[src/rtl/sdram_cmd_monitor.sv]
module sdram_cmd_monitor #(
  parameter int NUM_BANKS = 4,
  parameter int T_RCD     = 3,
  parameter int T_RP      = 3,
  parameter int T_RC      = 7,
  parameter int T_MRD     = 2,
  parameter int BURST_LEN = 4,
  localparam int BW = (NUM_BANKS > 1) ? $clog2(NUM_BANKS) : 1
) (
  input  logic                   clk,
  input  logic                   rst_n,
  input  logic                   cs_n,
  input  logic                   ras_n,
  input  logic                   cas_n,
  input  logic                   we_n,
  input  logic [BW-1:0]          ba,
  input  logic                   a10,
  output logic [3*NUM_BANKS-1:0] bank_state,
  output logic                   err_valid,
  output logic [1:0]             err_code
);

  localparam int T_BAP = BURST_LEN + T_RP;
  localparam int M1 = (T_RCD > T_RP) ? T_RCD : T_RP;
  localparam int M2 = (T_RC > T_MRD) ? T_RC : T_MRD;
  localparam int M3 = (M1 > M2) ? M1 : M2;
  localparam int TMAX = (M3 > T_BAP) ? M3 : T_BAP;
  localparam int CW = $clog2(TMAX + 1);

  localparam logic [CW-1:0] L_RCD = CW'(T_RCD - 1);
  localparam logic [CW-1:0] L_RP  = CW'(T_RP - 1);
  localparam logic [CW-1:0] L_RC  = CW'(T_RC - 1);
  localparam logic [CW-1:0] L_MRD = CW'(T_MRD - 1);
  localparam logic [CW-1:0] L_BL  = CW'(BURST_LEN - 1);
  localparam logic [CW-1:0] L_BAP = CW'(T_BAP - 1);

  localparam logic [1:0] E_NONE = 2'd0, E_PROT = 2'd1, E_STATE = 2'd2, E_GLOB = 2'd3;

  typedef enum logic [2:0] {S_IDLE, S_ACTG, S_ACT, S_RD, S_WR, S_RDA, S_WRA, S_PRE} bst_t;
  typedef enum logic [1:0] {G_RUN, G_REF, G_MRS, G_PALL} gst_t;
  typedef enum logic [3:0] {C_NOP, C_ACT, C_RD, C_WR, C_BST, C_PRE, C_PALL, C_REF, C_LMR} cmd_t;

  bst_t          st_q  [NUM_BANKS];
  bst_t          st_d  [NUM_BANKS];
  bst_t          eff   [NUM_BANKS];
  logic [CW-1:0] cnt_q [NUM_BANKS];
  logic [CW-1:0] cnt_d [NUM_BANKS];
  gst_t          g_q, g_d, g_eff;
  logic [CW-1:0] gcnt_q, gcnt_d;
  logic [BW-1:0] last_q, last_d;
  cmd_t          cmd;
  bst_t          tgt;
  logic          any_prot, all_idle;
  logic [1:0]    err_c;

  function automatic logic is_prot(bst_t s);
    return s inside {S_ACTG, S_RDA, S_WRA, S_PRE};
  endfunction

  always_comb begin
    if (cs_n) cmd = C_NOP;
    else begin
      unique case ({ras_n, cas_n, we_n})
        3'b011:  cmd = C_ACT;
        3'b101:  cmd = C_RD;
        3'b100:  cmd = C_WR;
        3'b110:  cmd = C_BST;
        3'b010:  cmd = a10 ? C_PALL : C_PRE;
        3'b001:  cmd = C_REF;
        3'b000:  cmd = C_LMR;
        default: cmd = C_NOP;
      endcase
    end
  end

  always_comb begin
    for (int b = 0; b < NUM_BANKS; b++) begin
      unique case (st_q[b])
        S_ACTG:             eff[b] = (cnt_q[b] == '0) ? S_ACT  : S_ACTG;
        S_RD, S_WR:         eff[b] = (cnt_q[b] == '0) ? S_ACT  : st_q[b];
        S_RDA, S_WRA, S_PRE: eff[b] = (cnt_q[b] == '0) ? S_IDLE : st_q[b];
        default:            eff[b] = st_q[b];
      endcase
    end
  end

  assign g_eff = (gcnt_q == '0) ? G_RUN : g_q;
  assign tgt   = eff[ba];

  always_comb begin
    any_prot = 1'b0;
    all_idle = 1'b1;
    for (int b = 0; b < NUM_BANKS; b++) begin
      if (is_prot(eff[b])) any_prot = 1'b1;
      if (eff[b] != S_IDLE) all_idle = 1'b0;
    end
  end

  always_comb begin
    err_c = E_NONE;
    if (cmd != C_NOP) begin
      if (g_eff != G_RUN) err_c = E_GLOB;
      else begin
        unique case (cmd)
          C_ACT:        err_c = is_prot(tgt) ? E_PROT : (tgt != S_IDLE) ? E_STATE : E_NONE;
          C_RD, C_WR:   err_c = is_prot(tgt) ? E_PROT :
                                (tgt inside {S_ACT, S_RD, S_WR}) ? E_NONE : E_STATE;
          C_PRE:        err_c = is_prot(tgt) ? E_PROT : E_NONE;
          C_PALL:       err_c = any_prot ? E_STATE : E_NONE;
          C_REF, C_LMR: err_c = all_idle ? E_NONE : E_STATE;
          default:      err_c = E_NONE;
        endcase
      end
    end
  end

  always_comb begin
    for (int b = 0; b < NUM_BANKS; b++) begin
      st_d[b]  = eff[b];
      cnt_d[b] = (cnt_q[b] == '0) ? '0 : cnt_q[b] - 1'b1;
    end
    g_d    = g_eff;
    gcnt_d = (gcnt_q == '0) ? '0 : gcnt_q - 1'b1;
    last_d = last_q;
    if (err_c == E_NONE) begin
      unique case (cmd)
        C_ACT: begin
          st_d[ba]  = S_ACTG;
          cnt_d[ba] = L_RCD;
        end
        C_RD, C_WR: begin
          for (int b = 0; b < NUM_BANKS; b++)
            if (b != int'(ba) && eff[b] inside {S_RD, S_WR}) st_d[b] = S_ACT;
          if (cmd == C_RD) st_d[ba] = a10 ? S_RDA : S_RD;
          else             st_d[ba] = a10 ? S_WRA : S_WR;
          cnt_d[ba] = a10 ? L_BAP : L_BL;
          last_d    = ba;
        end
        C_BST: if (eff[last_q] inside {S_RD, S_WR}) st_d[last_q] = S_ACT;
        C_PRE: if (tgt != S_IDLE) begin
          st_d[ba]  = S_PRE;
          cnt_d[ba] = L_RP;
        end
        C_PALL: begin
          for (int b = 0; b < NUM_BANKS; b++)
            if (eff[b] != S_IDLE) begin
              st_d[b]  = S_PRE;
              cnt_d[b] = L_RP;
            end
          g_d    = G_PALL;
          gcnt_d = L_RP;
        end
        C_REF: begin
          g_d    = G_REF;
          gcnt_d = L_RC;
        end
        C_LMR: begin
          g_d    = G_MRS;
          gcnt_d = L_MRD;
        end
        default: ;
      endcase
    end
  end

  always_ff @(posedge clk) begin
    if (!rst_n) begin
      for (int b = 0; b < NUM_BANKS; b++) begin
        st_q[b]  <= S_IDLE;
        cnt_q[b] <= '0;
      end
      g_q       <= G_RUN;
      gcnt_q    <= '0;
      last_q    <= '0;
      err_valid <= 1'b0;
      err_code  <= E_NONE;
    end else begin
      for (int b = 0; b < NUM_BANKS; b++) begin
        st_q[b]  <= st_d[b];
        cnt_q[b] <= cnt_d[b];
      end
      g_q       <= g_d;
      gcnt_q    <= gcnt_d;
      last_q    <= last_d;
      err_valid <= (err_c != E_NONE);
      err_code  <= err_c;
    end
  end

  for (genvar gb = 0; gb < NUM_BANKS; gb++) begin : g_bank
    assign bank_state[3*gb +: 3] = eff[gb];

    p_idle_stays_r5: assert property (@(posedge clk) disable iff (!rst_n)
      (eff[gb] == S_IDLE && !(cmd == C_ACT && ba == BW'(gb))) |=> (eff[gb] == S_IDLE));

    p_act_opens_r2: assert property (@(posedge clk) disable iff (!rst_n)
      (cmd == C_ACT && ba == BW'(gb) && err_c == E_NONE)
        |=> (eff[gb] == ((T_RCD > 1) ? S_ACTG : S_ACT)));
  end

  p_window_blocks_r9: assert property (@(posedge clk) disable iff (!rst_n)
    (g_eff != G_RUN && cmd != C_NOP) |=> (err_valid && err_code == E_GLOB));

  p_refresh_open_r8: assert property (@(posedge clk) disable iff (!rst_n)
    (g_eff == G_RUN && cmd == C_REF && !all_idle) |=> (err_valid && err_code == E_STATE));

  p_err_has_cmd_r12: assert property (@(posedge clk) disable iff (!rst_n)
    err_valid |-> $past(cmd != C_NOP));

  p_code_quiet_r12: assert property (@(posedge clk) disable iff (!rst_n)
    !err_valid |-> (err_code == E_NONE));

endmodule

[config.mk]
export PLATFORM = sky130hd
export DESIGN_NAME = sdram_cmd_monitor
export DESIGN_NICKNAME = d
export VERILOG_FILES = /design/src/rtl/sdram_cmd_monitor.sv
export SDC_FILE = /design/constraint.sdc
export NUM_CORES = 1
export LEC_CHECK = 0
export BUFFER_PORTS_ARGS = -buffer_cell sky130_fd_sc_hd__buf_2
export CORE_ASPECT_RATIO = 2
export CORE_MARGIN = 4
export CORE_UTILIZATION = 44
export DETAILED_ROUTE_END_ITERATION = 10
export HOLD_SLACK_MARGIN = 0.1
export PLACE_DENSITY = 0.67
export SYNTH_ARGS = -nofsm -noshare
export SYNTH_HDL_FRONTEND = slang
export SYNTH_SLANG_ARGS = --single-unit
[constraint.sdc]
create_clock -name clk -period 8.06 [get_ports clk]
set_input_delay 1.612 -clock clk [delete_from_list [all_inputs] [get_ports clk]]
set_output_delay 1.612 -clock clk [all_outputs]
set_load 0.03 [all_outputs]
### Word level (Yosys, flattened, before mapping)

Memory sizes are Yosys's and may differ from the RTL's.
Index checks and enable logic that the tools add are counted.
Widths: inputs -> output; s select.

* bits in registers: 10
* memory bits (writable): 24
* input bits: 9
* output and inout port bits: 15
* word-level logic and storage cells: 255
* memories: 2

Memories
* cnt_q: depth 4, width 3, rd ports 4, clocked after memory_dff 0, wr ports 4, RTL line 46 `logic [CW-1:0] cnt_q [NUM_BANKS];`
* st_q: depth 4, width 3, rd ports 4, clocked after memory_dff 0, wr ports 4, RTL line 43 `bst_t st_q [NUM_BANKS];`

* add/subtract/negate cells: 5
* magnitude comparators: 4
* equal/unequal tests: 74
* multiplexer cells: 101
* bitwise operators: 20
* reduce and logical (&&, ||, !) cells: 44

Operators by type and width (number)
* $mux 3: 50
* $eq 3x3->1 const B: 40
* $mux 12: 6
* $pmux 12 s5: 1
* $pmux 12 s4: 1
* $pmux 3 s3: 5
* $eq 3x2->1 const B: 13
* $bwmux 12: 3
* $mux 2: 16
* $eq 3x1->1 const B: 10
* $pmux 4 s7: 1
* $and 8x8->8: 3
* $not 8->8: 3
* $reduce_bool 4->1: 6
* $logic_not 3->1: 6
* $reduce_bool 3->1: 6
* $eq 4x3->1 const B: 4
* $reduce_bool 2->1: 8
* $sub 3x1->3 const B: 5
* $bmux 3 s2: 2
* $demux 3 s2: 2
* $or 12x12->12: 1
* $or 4x4->4: 3
* $reduce_or 2->1: 6
* other kinds (17): 47

### Longest topological paths before layout

Gate-level depths: netlist of the first run.

* depth in word-level cells: 20
* gate-level depth with buffers: 11
* gate-level depth less buffers: 10

### Least setup slack after synthesis of the first run

Ideal clock, no wire load.

* path kind: input to register
* start: in cs_n
* end: mem st_q[0][2] (netlist name)
* arrival: 3.761 ns
* data required time: 7.974 ns
* path slack: 4.212 ns
* stages on the path: 8
* cells stage by stage: clkbuf_1 > or3b_1 > nor3_1 > o21ai_1 > mux2i_1 > nor2_1 > a32o_1 > a221oi_2

RTL lines
* from (decl): RTL line 12 `input logic cs_n,`
* to (decl): RTL line 43

==> results of run 1 <==
power by group:
part / internal (mW) / switching [mW]
clock: 0.178 / 0.0825
combinational: 0.0251 / 0.0561
sequential: 0.171 / 0.00419
total: 0.374 / 0.143
cell families (layout without fill, tap and decap cells):
logic type,after synthesis,count (layout)
compound gates,149,149
xor+xnor,3,3
fa+ha+maj,2,2
buf+inv,50,58
flops,34,34
mux,20,20
simple gates,170,170
stage by stage:
stage / util / hold WS [ps] / worst slack [ps]
final: 0.502 / 493 / 3700
after global routing: 0.502 / 521 / 3630
after CTS: 0.502 / 492 / 3810
after detailed placement: 0.474 / 478 / 3500
after global placement: 0.474 / 468 / 3570
after floorplan: - / 450 / 4210
cell usage after synthesis (all sizes together) (2+ instances only):
cell    number
a211oi       8
a21boi       2
a21o         3
a21oi       33
a221o        2
a221oi       6
a22oi        2
a31o         4
a31oi        6
a41o         2
a41oi        2
and2         5
and3         4
buf          3
clkbuf      22
dfxtp       34
ha           2
inv         25
mux2         2
mux2i       13
mux4         5
nand2       40
nand2b      10
nand3       13
nand3b       2
nand4        4
nor2        41
nor2b        6
nor3        14
nor3b        2
nor4         7
o211ai       8
o21a         3
o21ai       28
o21bai       3
o22ai        7
o311a        3
o311ai       2
o31a         2
o31ai       10
o32ai        5
or2          8
or3          8
xnor2        2
state kept, by name (all words and copies together) (netlist names):
signal / flops
cnt_q: 12
st_q: 12
gcnt_q: 3
err_code: 2
g_q: 2
last_q: 2
err_valid: 1
routing by layer:
metal	wire length [um]	GRT usage	vias to the layer above	part of all wire
met5	0	0	-	0
met4	974	0.224	0	0.081
met3	991	0.0658	90	0.082
met2	6040	0.484	273	0.50
met1	4020	0.324	1682	0.33
li1	-	-	1629	-
worst paths after layout:
| kind | end |
|---|---|
| setup reg to reg | st_q[0][1] |
| setup / recovery | st_q[1][1] |
| hold / removal | g_q[1] |
| hold reg to reg | g_q[1] |
final cells by class:
class	count	area, um2	share of cell area
flip-flops and latches	34	681	0.194
inverters	25	93.8	0.0267
clock buffers	5	125	0.0357
clock inverters	3	68.8	0.0196
repair buffers	25	130	0.0371
multi-input cells	344	2300	0.655
well taps	90	113	0.0321
worst register-to-register path, cell delays in order (launching register included):
cell and delay (ps):
dfxtp_1 360, nor3_4 390, or2b_2 260, inv_2 110, mux4_2 520, nand2b_1 200
a211oi_4 430, nand2b_1 520, o21ai_2 270, a221oi_2 350, o31ai_1 110
==> results.py, run 1 <==
metrics = {
    "run_status": {
        "status": "finished clean",
    },
    "grt": {
        "grt_pass1_vias": 3582,
        "grt_util_all_layers": 0.298,
        "grt_pass1_wl_mm": 19.1,
        "antenna_found_initial": 0,
        "grt-ovfl-total": 0,
        "grt_max_degree": 33,
    },
    "worst_hold_path": {
        "holdCritPathClass": "register to register",
        "hold_path_depth": 2,
        "holdCritStartpoint": "g_q[1]",
    },
    "detailed_routing": {
        "first_pass_iters": 5,
        "wl_per_cell_um": 22.9,
        "vias": 3674,
        "drc": 0,
        "drt-total-wl_mm": 12.0,
        "ant_nets": 0,
        "viasPerCell": 6.98,
        "first_iter_violations": 462,
    },
    "clock_tree": {
        "clk_pin_slew_worst_paths_ps": 60,
        "clock_path_buffers": 2,
        "clock-sinks": 34,
        "root_buffer": "clkbuf_16",
        "post_cts_buffers": 0,
        "cts_resized": 0,
        "h-tree-depth": 2,
        "cts_hold_buf": 0,
        "cts_tree": "yes",
        "cts-buffers-inserted": 5,
        "clk-insertion-delay-late_ps": 290,
    },
    "layout": {
        "final_cells": 526,
        "nets": 446,
        "fillers": 730,
        "final_common_cell": "nor2_1",
        "area_growth_pct": 10.6,
        "final_cell_mix": "nor2_1, nand2_1, dfxtp_1, a21oi_1, o21ai_0",
        "antenna_cells": 0,
        "drive_gt1_frac": 0.167,
        "fin_area_um2": 3510,
    },
    "synth": {
        "synth_top_area_frac": 0.215,
        "synth_cell_type_count": 81,
        "ys_seq_elements": 34,
        "synth_area_leader_cell": "dfxtp_1",
        "synthMuxAreaShare": 0.0848,
        "syn_area_per_cell_um2": 7.41,
        "synth_xor_area_frac": 0.00828,
        "synth_edf_count": 0,
        "synth_top_family_by_area": "compound AO/OA/AOI/OAI gates",
        "synth_area_leaders": "dfxtp_1, a21oi_1, nor2_1",
        "synth_area_um2": 3170,
        "synth_compound_area_frac": 0.344,
        "ys.warnings.count": 0,
        "synthFlopType": "dfxtp_1",
        "synth_nets": 439,
        "synthSimpleGateAreaFrac": 0.280,
        "yosysSeqAreaShare": 0.215,
        "yosys.area_share.adder": 0.00789,
        "synthArstFlopShare": 0,
        "postSynthCellCount": 428,
    },
    "die": {
        "die_w_um": 68.0,
        "pin_count": 24,
        "dieArea_um2": 8710,
        "core_um2": 6990,
        "initial_utilization": 0.453,
        "rows": 43,
        "dieHeight_um": 128,
    },
    "place": {
        "hpwlAfterDp_mm": 8.80,
        "dp.cells": 518,
        "portBuffers": 23,
        "placed_cell_area_um2": 3310,
        "place.gp.congestion": 1.07,
    },
    "sta": {
        "grt_setup_unrepaired": "false",
        "finalClockSkew_ps": 6.52,
        "finalSetupViolCount": 0,
        "maxSlewHeadroom": 0.350,
        "slew_violations": 0,
        "tightest_slew_ps": 972,
        "fin_crit_sh": 0.541,
        "finalHoldViolCount": 0,
        "fmax_mhz": 229,
        "setup_tns_ps": 0,
        "min_period_ps": 4360,
    },
    "critical_path": {
        "critical_path_buf_inv_count": 1,
        "reg2reg_setup_slack_ps": 4390,
        "ff2ff_path_depth": 10,
        "cp_max_fo": 16,
        "cp_slowest_stage_delay_ps": 580,
        "cpMaxStageDelayCell": "mux2i_1",
        "crit_path_cell_trace": "buf_2, or3b_1, or3_1, a21o_1, mux2i_1, nor2_1, nand2_1, a22oi_1",
        "cp_num_cells": 8,
        "crit_family": "simple AND/OR/NAND/NOR gates",
        "critPathKind": "input port to register",
        "critPathLaunch": "cas_n",
        "cp_data_arrival_time_ps": 4500,
        "startpoint_type": "input port",
        "cp-end-kind": "register",
        "crit_required_ps": 8190,
        "rr_startpoint": "cnt_q[1][2]",
    },
    "pwr": {
        "leakage_nw": 1.41,
        "p_total_uw": 517,
        "powerDensity_nw_per_um2": 147,
        "ir_worst_vdd_v": 0.000133,
    },
    "job": {
        "cap_violations": 0,
    },
}
Power figures use the tool's default switching activity.
==> run 2, diff against run 1 <==
- PLACE_DENSITY: 0.67 -> 0.7
- clock period: 8.06 -> 3.7 ns (I/O delays scaled with it)
==> results.py, run 2 (synthesis results as in run 1) <==
metrics = {
    "worst_hold_path": {
        "holdCritPathClass": "register to register",
    },
    "clock_tree": {
        "h-tree-depth": 2,
        "clock-sinks": 34,
        "clock_path_buffers": 2,
        "clk-insertion-delay-late_ps": 290,
        "cts_hold_buf": 0,
        "cts_tree": "yes",
        "clk_pin_slew_worst_paths_ps": 50,
        "cts-buffers-inserted": 5,
        "root_buffer": "clkbuf_16",
        "cts_resized": 0,
        "post_cts_buffers": 0,
    },
    "critical_path": {
        "critical_path.most_common_cell": "nand2b_1",
        "critPathKind": "register to register",
        "cp_max_fo": 6,
        "startpoint_type": "register",
        "crit_path_cell_trace": "or2_4, o21ai_2, inv_1, mux4_2, nand2b_1, a211oi_4, nand2b_1, buf_4, a21oi_1, o31ai_1, o32ai_1",
        "cp-end-kind": "register",
        "cp_slowest_stage_delay_ps": 550,
        "critical_path_buf_inv_count": 2,
        "cp_data_arrival_time_ps": 3310,
        "reg2reg_setup_slack_ps": 550,
        "cpMaxStageDelayCell": "mux4_2",
        "crit_family": "compound AO/OA/AOI/OAI gates",
        "crit_required_ps": 3860,
    },
    "die": {
        "initial_utilization": 0.453,
        "core_um2": 6990,
        "dieArea_um2": 8710,
        "rows": 43,
        "die_w_um": 68.0,
        "pin_count": 24,
        "dieHeight_um": 128,
    },
    "sta": {
        "maxSlewHeadroom": 0.414,
        "tightest_slew_ps": 872,
        "finalSetupViolCount": 0,
        "worst_slack_ps": 554,
        "fin_crit_sh": 0.850,
        "min_period_ps": 3150,
        "grt_setup_unrepaired": "false",
        "slew_violations": 0,
        "fmax_mhz": 318,
        "finalClockSkew_ps": 5.13,
        "finalHoldViolCount": 0,
        "hold_slack_ps": 482,
        "setup_tns_ps": 0,
    },
    "grt": {
        "grt_util_all_layers": 0.307,
        "grt_pass1_wl_mm": 19.5,
        "grt_max_degree": 32,
        "antenna_found_initial": 0,
        "grt_pass1_vias": 3602,
        "grt-ovfl-total": 0,
    },
    "layout": {
        "largestRegisters": "cnt_q: 12 flops, st_q: 12 flops, gcnt_q: 3 flops",
        "fillers": 720,
        "multi_input_area_um2": 2300,
        "antenna_cells": 0,
        "post-route-util": 0.515,
        "nets": 467,
        "final_cell_mix": "nor2_1, nand2_1, dfxtp_1, a21oi_1, o21ai_0",
        "area_growth_pct": 13.6,
        "final_common_cell": "nor2_1",
        "drive_gt1_frac": 0.200,
        "seqCellArea_um2": 681,
    },
    "detailed_routing": {
        "vias": 3726,
        "viasPerCell": 6.82,
        "drt-total-wl_mm": 12.6,
        "ant_nets": 0,
        "first_iter_violations": 479,
        "drc": 0,
        "first_pass_iters": 5,
        "wl_per_cell_um": 23.1,
    },
    "pwr": {
        "p_int_uw": 685,
        "p_total_uw": 978,
        "pwr-share-clk": 0.411,
        "powerDensity_nw_per_um2": 271,
        "ir_worst_vdd_v": 0.000200,
        "seq_power_share": 0.391,
        "leakage_nw": 1.48,
        "power.switching_uw": 293,
        "sw_frac_of_total": 0.300,
        "combPwrFrac": 0.198,
    },
    "place": {
        "post-place-ws_ps": 473,
        "place.gp.congestion": 1.01,
        "portBuffers": 23,
        "hpwlAfterDp_mm": 9.43,
    },
    "job": {
        "cap_violations": 0,
    },
    "run_status": {
        "status": "finished clean",
    },
}
-- run 2: cell count changes in the layout (fill, tap and decap cells not counted) --
cell,change
clkinv_4,-1
bufinv_16,-2
clkbuf_1,+2
buf_4,+21
-- run 2: final cells by class --
cell class	instances	area share
timing repair buffer	46	0.0798
multi-input combinational	344	0.637
clock buffer	7	0.0368
sequential	34	0.189
inverter	25	0.0260
tap	90	0.0312
-- run 2: metal layers --
layer / routed length [um] / vias up / track usage
met5: 0 / - / 0
met4: 1150 / 0 / 0.249
met3: 986 / 86 / 0.0623
met2: 6350 / 231 / 0.505
met1: 4110 / 1736 / 0.323
li1: - / 1673 / -
-- run 2: power groups by stage --
stage	registers [mW]	logic [mW]	clock network (mW)
floorplan	0.387	0.126	0
global placement	0.390	0.184	0
detailed placement	0.390	0.186	0
CTS	0.382	0.187	0.409
global route	0.383	0.205	0.420
finish	0.383	0.193	0.402
-- run 2: worst register-to-register path, cell delays in order (launching register included) --
cell and delay (ps):
dfxtp_1 360, or2_4 280, o21ai_2 240, inv_1 160
mux4_2 550, nand2b_1 210, a211oi_4 220, nand2b_1 330
buf_4 200, a21oi_1 70, o31ai_1 280, o32ai_1 130
-- run 2: metrics by stage --
stage / std cells / cell area, um2
6_report: 546 / 3600
5_1_grt: 546 / 3600
4_1_cts: 546 / 3600
3_5_place_dp: 539 / 3470
3_3_place_gp: 539 / 3470
2_1_floorplan: 428 / 3170
-- run 2: final timing paths --
path	start	endpoint	cells after the start
max	cnt_q[3][0]	st_q[2][2]	11
min	gcnt_q[0]	gcnt_q[0]	1
max reg2reg	cnt_q[3][0]	st_q[2][2]	11
min reg2reg	gcnt_q[0]	gcnt_q[0]	1
==> run 3, diff against run 2 <==
- PLACE_DENSITY: 0.7 -> 0.67
- clock period: 3.7 -> 3.37 ns (I/O delays scaled with it)
==> results.py, run 3 (synthesis results as in run 1) <==
metrics = {
    "sta": {
        "finalSetupViolCount": 0,
        "fmax_mhz": 315,
        "slew_violations": 0,
        "maxSlewHeadroom": 0.494,
        "setup_tns_ps": 0,
        "fin_crit_sh": 0.943,
        "tightest_slew_ps": 753,
        "grt_setup_unrepaired": "false",
        "min_period_ps": 3180,
        "finalHoldViolCount": 0,
        "finalClockSkew_ps": 7.37,
    },
    "pwr": {
        "sw_frac_of_total": 0.281,
        "power.switching_uw": 353,
        "ir_worst_vdd_v": 0.000364,
        "leakage_nw": 1.50,
        "combPwrFrac": 0.166,
        "pwr-share-clk": 0.501,
        "powerDensity_nw_per_um2": 343,
        "p_int_uw": 904,
        "seq_power_share": 0.333,
    },
    "detailed_routing": {
        "vias": 3664,
        "drt-total-wl_mm": 12.4,
        "viasPerCell": 6.71,
        "first_pass_iters": 5,
        "wl_per_cell_um": 22.7,
        "first_iter_violations": 365,
        "drc": 0,
        "ant_nets": 0,
    },
    "critical_path": {
        "crit-reg2reg-capture": "st_q[1][0]",
        "crit_path_cell_trace": "nor3_1, mux2i_1, and2_1, mux4_2, mux2i_1, and2_1, nor4bb_1, o32ai_1",
        "cpMaxStageDelayCell": "nor4bb_1",
        "reg2reg_setup_slack_ps": 190,
        "cp-end-kind": "register",
        "startpoint_type": "register",
        "crit_required_ps": 3520,
        "rr_startpoint": "cnt_q[2][2]",
        "cp_slowest_stage_delay_ps": 610,
        "cp_max_fo": 6,
        "ff2ff_path_depth": 8,
        "cp_data_arrival_time_ps": 3320,
        "critPathKind": "register to register",
    },
    "die": {
        "dieArea_um2": 8710,
        "core_um2": 6990,
        "pin_count": 24,
        "dieHeight_um": 128,
        "rows": 43,
        "initial_utilization": 0.453,
        "die_w_um": 68.0,
    },
    "clock_tree": {
        "root_buffer": "clkbuf_16",
        "cts_tree": "yes",
        "clk-insertion-delay-late_ps": 290,
        "clock-sinks": 34,
        "clock_path_buffers": 2,
        "cts_hold_buf": 0,
        "cts_resized": 0,
        "cts-buffers-inserted": 5,
        "h-tree-depth": 2,
        "clk_pin_slew_worst_paths_ps": 60,
        "post_cts_buffers": 0,
    },
    "layout": {
        "final_cell_mix": "nor2_1, nand2_1, dfxtp_1, a21oi_1, o21ai_0",
        "largestRegisters": "cnt_q: 12 flops, st_q: 12 flops, gcnt_q: 3 flops",
        "area_growth_pct": 15.3,
        "final_common_cell": "nor2_1",
        "nets": 466,
        "final_cells": 546,
        "drive_gt1_frac": 0.204,
        "antenna_cells": 0,
    },
    "grt": {
        "grt-ovfl-total": 0,
        "grt_util_all_layers": 0.304,
        "antenna_found_initial": 0,
        "grt_pass1_vias": 3638,
        "grt_max_degree": 18,
        "grt_pass1_wl_mm": 19.5,
    },
    "worst_hold_path": {
        "holdCritStartpoint": "gcnt_q[0]",
        "hold_path_depth": 1,
        "holdCritPathClass": "register to register",
        "holdPathEnd": "gcnt_q[0]",
    },
    "place": {
        "hpwlAfterDp_mm": 9.28,
        "dp.cells": 538,
        "portBuffers": 23,
        "place.gp.congestion": 1.02,
    },
    "job": {
        "cap_violations": 0,
    },
    "run_status": {
        "status": "finished clean",
    },
}
-- run 3: power groups by stage --
| stage | logic, mW | clock network, mW | registers (mW) |
|---|---|---|---|
| floorplan | 0.138 | 0 | 0.425 |
| global placement | 0.199 | 0 | 0.427 |
| detailed placement | 0.201 | 0 | 0.428 |
| CTS | 0.202 | 0.629 | 0.419 |
| global route | 0.222 | 0.650 | 0.420 |
| finish | 0.209 | 0.629 | 0.419 |
-- run 3: cell type report --
type / count / area [um2]
Fill cell: 722 / 3340
Multi-Input combinational cell: 344 / 2300
Sequential cell: 34 / 681
Timing Repair Buffer: 45 / 280
Clock buffer: 5 / 125
Tap cell: 90 / 113
Inverter: 25 / 93.8
Clock inverter: 3 / 68.8
-- run 3: how the worst max path moves through the flow --
stage	start	end	slack [ps]	depth (start not counted)
after floorplan	cs_n	st_q[0][2]	460	8
after global placement	ba[1]	st_q[0][2]	280	9
after detailed placement	ba[1]	st_q[0][2]	250	9
after CTS	cnt_q[2][2]	st_q[1][0]	400	8
after global routing	cnt_q[2][2]	st_q[1][0]	100	8
final	cnt_q[2][2]	st_q[1][0]	190	8
-- run 3: stage by stage --
step | power [mW] | cell area [um2] | setup WS (ps) | hold slack [ps] | utilization
6_report | 1.26 | 3660 | 191 | 500 | 0.523
5_1_grt | 1.29 | 3660 | 97.1 | 536 | 0.523
4_1_cts | 1.25 | 3660 | 401 | 497 | 0.523
3_5_place_dp | 0.628 | 3460 | 253 | 488 | 0.495
3_3_place_gp | 0.626 | 3460 | 275 | 467 | 0.495
2_1_floorplan | 0.563 | 3170 | 460 | 450 | -
-- run 3: layer usage --
layer | global-route usage | wire length [um] | up-vias
met5 | 0 | 0 | -
met4 | 0.242 | 1060 | 0
met3 | 0.0596 | 876 | 81
met2 | 0.497 | 6270 | 192
met1 | 0.326 | 4210 | 1724
li1 | - | - | 1667
-- run 3: worst max-delay path: cells and delay by family (launching register included) --
family	cells	cell delay [ps]
DFF	1	350
and+or+nand+nor	4	1540
AOI/OAI and AO/OA	1	150
muxes	3	990
